`src/rtl/cmd_reg_buffer_pkg.sv`:
```
package cmd_reg_buffer_pkg;
   typedef struct packed {
      logic dup;
      logic alt;
   } layout_t;
endpackage

```
`src/rtl/crb_layout_cap.sv`:
```
module crb_layout_cap
   import cmd_reg_buffer_pkg::*;
(
   input  logic    clk,
   input  logic    rst_n,
   input  logic    dup_mode,
   input  logic    alt_map,
   output layout_t layout
);
   // layout inputs are sampled only while reset holds the block
   always_ff @(posedge clk) begin
      if (!rst_n) begin
         layout.dup <= dup_mode;
         layout.alt <= alt_map;
      end
   end
endmodule

```
`src/rtl/crb_data_bank.sv`:
```
module crb_data_bank
   import cmd_reg_buffer_pkg::*;
#(
   parameter int DATA_W = 22,
   parameter int DUP_W  = 11
) (
   input  logic              clk,
   input  logic              rst_n,
   input  layout_t           layout,
   input  logic              hold,
   input  logic [DATA_W-1:0] d_in,
   output logic [DATA_W-1:0] q
);
   localparam int OFS = DATA_W - DUP_W;

   logic [DATA_W-1:0] nxt;

   generate
      for (genvar k = 0; k < DATA_W; k++) begin : g_ch
         if (k < DUP_W) begin : g_shared
            always_comb begin
               if (layout.dup && layout.alt) nxt[k] = d_in[OFS+k];
               else                          nxt[k] = d_in[k];
            end
         end else begin : g_single
            always_comb nxt[k] = layout.dup ? 1'b0 : d_in[k];
         end
      end
   endgenerate

   always_ff @(posedge clk or negedge rst_n) begin
      if (!rst_n)     q <= '0;
      else if (!hold) q <= nxt;
   end
endmodule

```
`src/rtl/crb_ctl_bank.sv`:
```
module crb_ctl_bank #(
   parameter int CTL_W = 3
) (
   input  logic             clk,
   input  logic             rst_n,
   input  logic [CTL_W-1:0] c_in,
   output logic [CTL_W-1:0] c_q
);
   always_ff @(posedge clk or negedge rst_n) begin
      if (!rst_n) c_q <= '0;
      else        c_q <= c_in;
   end
endmodule

```
`src/rtl/cmd_reg_buffer.sv`:
```
module cmd_reg_buffer
   import cmd_reg_buffer_pkg::*;
#(
   parameter int DATA_W = 22,
   parameter int DUP_W  = 11
) (
   input  logic              clk,
   input  logic              rst_n,
   input  logic              dup_mode,
   input  logic              alt_map,
   input  logic [DATA_W-1:0] d_in,
   input  logic              cke_in,
   input  logic              odt_in,
   input  logic              cs_in,
   input  logic              csr_in,
   output logic [DATA_W-1:0] q_a,
   output logic [DUP_W-1:0]  q_b,
   output logic              cke_a,
   output logic              cke_b,
   output logic              odt_a,
   output logic              odt_b,
   output logic              cs_a,
   output logic              cs_b
);
   localparam int CTL_W = 3;

   generate
      if (DUP_W < 1 || 2*DUP_W > DATA_W) begin : g_bad_width
         $error("cmd_reg_buffer: DUP_W must satisfy 1 <= DUP_W <= DATA_W/2");
      end
   endgenerate

   layout_t           layout;
   logic              hold;
   logic [DATA_W-1:0] dq;
   logic [CTL_W-1:0]  cq;

   assign hold = cs_in & csr_in;

   crb_layout_cap u_layout (
      .clk(clk), .rst_n(rst_n), .dup_mode(dup_mode), .alt_map(alt_map),
      .layout(layout)
   );

   crb_data_bank #(.DATA_W(DATA_W), .DUP_W(DUP_W)) u_data (
      .clk(clk), .rst_n(rst_n), .layout(layout), .hold(hold),
      .d_in(d_in), .q(dq)
   );

   crb_ctl_bank #(.CTL_W(CTL_W)) u_ctl (
      .clk(clk), .rst_n(rst_n), .c_in({cs_in, odt_in, cke_in}), .c_q(cq)
   );

   assign q_a   = dq;
   assign q_b   = layout.dup ? dq[DUP_W-1:0] : '0;
   assign cke_a = cq[0];
   assign odt_a = cq[1];
   assign cs_a  = cq[2];
   assign cke_b = layout.dup & cq[0];
   assign odt_b = layout.dup & cq[1];
   assign cs_b  = layout.dup & cq[2];
endmodule

```
`config.mk`:
```
export PLATFORM = sky130hd
export DESIGN_NAME = cmd_reg_buffer
export DESIGN_NICKNAME = d
export VERILOG_FILES = /design/src/rtl/cmd_reg_buffer_pkg.sv /design/src/rtl/crb_layout_cap.sv /design/src/rtl/crb_data_bank.sv /design/src/rtl/crb_ctl_bank.sv /design/src/rtl/cmd_reg_buffer.sv
export SDC_FILE = /design/constraint.sdc
export NUM_CORES = 1
export LEC_CHECK = 0
export BUFFER_PORTS_ARGS = -buffer_cell sky130_fd_sc_hd__buf_2
export CORE_MARGIN = 3
export CORE_UTILIZATION = 35
export DETAILED_ROUTE_END_ITERATION = 10
export SLEW_MARGIN = 40
export SYNTH_ARGS = -nofsm -noshare
export SYNTH_HDL_FRONTEND = slang
export SYNTH_SLANG_ARGS = --single-unit
```
`constraint.sdc`:
```
create_clock -name clk -period 1.4 [get_ports clk]
set_clock_uncertainty 0.15 [all_clocks]
set_input_delay 0 -clock clk [delete_from_list [all_inputs] [get_ports clk]]
set_output_delay 0 -clock clk [all_outputs]
set_load 0.02 [all_outputs]
```
==> qor.yml <==
timing:
  hold_violations: 0
  clock.fmax_ghz: 0.7445
  post-route-min-period_ns: 1.343
  slew_viol_final: 0
  finalSetupViolCount: 0
  rsz0062_at_grt: "yes"
  fin_crit_sh_pct: 95.94
  tightest_slew_ns: 0.3917
  maxSlewHeadroom_pct: 73.89
worst_hold_path:
  hp-start: "csr_in"
  hp-class: "in2reg"
yosys:
  ys_seq_area_share_pct: 49.91
  yosysWarnings: 0
  synth_area_sq_um: 1374
  syn_avg_cell_area_sq_um: 10.25
  syn_inst: 134
  synth_nets: 164
  ys_ff_latch: 27
  ys_types: 16
pwr:
  p_per_area_nw_per_um2: 926.4
  p_leak_uw: 0.001078
  ir_drop_uv: 426.4
placed_design:
  portBuffers: 68
  placed_area_sq_um: 1747
  hpwl_microns: 2561
  dp_cells: 242
  gp_congestion: 0.8094
grt:
  grt_pass1_wl_microns: 5913
  track_usage_pct: 16.52
  antenna_found_initial: 0
  grt_pass1_vias: 1369
  grt_max_degree: 48
  grt_overflow: 0
setup_path:
  slowest_stage: "edfxtp_1"
  r2r-start: "u_layout.layout[1]"
  path_max_fanout: 24
  cpPeakStageDelay_ns: 0.44
  endpoint_kind: "output port"
  worst-setup-path-type: "reg2out"
  start_kind: "flip-flop"
  rrSetupSlack_ns: 0.06
  crit_chain: "buf_12, and2_1, buf_2"
  cp.arrival_ns: 1.19
  cp-startpoint: "u_layout.layout[1]"
  crit_required_ns: 1.25
floorplan:
  core_area_sq_um: 3716
  initial_core_util_pct: 36.97
  die_w_microns: 68.65
  io_pins: 69
  rows: 22
  die-area_sq_um: 4713
  die_y_microns: 68.65
clock_tree:
  clk_pin_slew_ns: 0.09
  cts_tree: "done"
  numCtsBuffers: 3
  cts_sinks: 27
  cts.htree.levels: 1
  clk_path_buf_depth: 2
  clk_latency_ns: 0.26
  root_buffer: "clkbuf_8"
finish:
  areaGrowthSynthToFinish_pct: 53.19
  antenna_cells: 0
  finish.net_count: 259
  design_area_sq_um: 2105
  instances_no_fill: 276
  final_common_cell: "buf_2"
  drive_above_1_share_pct: 35.09
  fill_cells: 345
  final_cell_mix: "buf_2, dlygate4sd3_1, dfrtp_1, nand3_1, and2_1"
job:
  cap_violations: 0
routing:
  routed_wl_microns: 3868
  dr.pass1.iters: 4
  dr_total_vias: 1343
  drt_iter0_markers: 97
  vias_per_cell: 4.866
  drc_errors: 0
  routedWlPerCell_microns: 14.01
  postRouteAntennaNets: 0
status:
  status: "completed"
==> per-stage QoR <==
step / util [%] / power [uW] / setup slack (ns) / hold slack (ns) / setup TNS, ns
floorplan: - / 1255 / 0.2456 / -0.4456 / 0
global placement: 47.00 / 1457 / 0.2432 / -0.1317 / 0
detailed placement: 47.00 / 1464 / 0.2175 / -0.1196 / 0
CTS: 55.76 / 1959 / 0.03475 / 0.02407 / 0
global route: 56.63 / 2068 / -0.004896 / 0.02881 / -0.006214
finish: 56.63 / 1950 / 0.05690 / 0.02787 / 0
==> Yosys cell counts, drive strengths merged <==
library cell / count / area [sq um]
and2: 15 / 93.84
a21bo: 11 / 110.1
nand3: 22 / 110.1
nand2: 1 / 3.750
o21ai: 11 / 55.05
buf: 11 / 70.07
clkbuf: 2 / 7.510
a31oi: 11 / 68.82
nand2b: 11 / 68.82
dfrtp: 25 / 625.6
and3b: 11 / 96.34
edfxtp: 2 / 60.06
inv: 1 / 3.750
==> critical path: cells and delay by family (launching register included) <==
family	cells	cell delay [ns]
DFF	1	0.44
buffers and inverters	2	0.33
and+or+nand+nor	1	0.15
==> worst paths after layout <==
path / endpoint / cells after the start
min in group asynchronous: u_data.q[12] / 3
worst max register to register: u_data.q[9] / 4
worst min register to register: u_data.q[13] / 2
max in group asynchronous: u_data.q[11] / 3
worst min-delay path: u_data.q[1] / 3
worst max-delay path: q_b[5] / 3
==> flip-flops by register name, summed over array words and instances (netlist names) <==
signal	count
u_ctl.c_q	3
u_layout.layout	2
u_data.q	22
==> logic make-up after synthesis <==
logic type             synth area share (%)
and+or+nand+nor                       27.14
AOI/OAI and AO/OA                     17.03
buffers and inverters                 5.920
DFF                                   49.91
==> metal layers <==
metal	track usage (%)	vias up	wire length (microns)
li1	-	657	-
met1	20.10	622	1707
met2	30.63	62	1874
met3	2.107	2	268
met4	3.722	0	17
met5	0	-	0
==> cell type report <==
cell class	count	area [sq um]	area share, %
clock buffers	4	45.04	2.140
inverters	1	3.754	0.1784
multi-input cells	93	606.8	28.83
flip-flops and latches	27	685.7	32.58
well taps	48	60.06	2.854
repair buffers	103	703.2	33.41
==> report_power, final <==
part	internal, uW	switching (uW)
clock	203	226
sequential	862	45.0
combinational	278	335
total	1340	606
==> timing repair <==
| action | in CTS | in global routing |
|---|---|---|
| resized for setup | 0 | 0 |
| endpoints found under the hold margin | 54 | 0 |
| hold buffers | 28 | 0 |
| setup endpoints to repair | 0 | 7 |
| buffers inserted | 0 | 1 |
No activity file was read; power rests on OpenSTA's default activity.
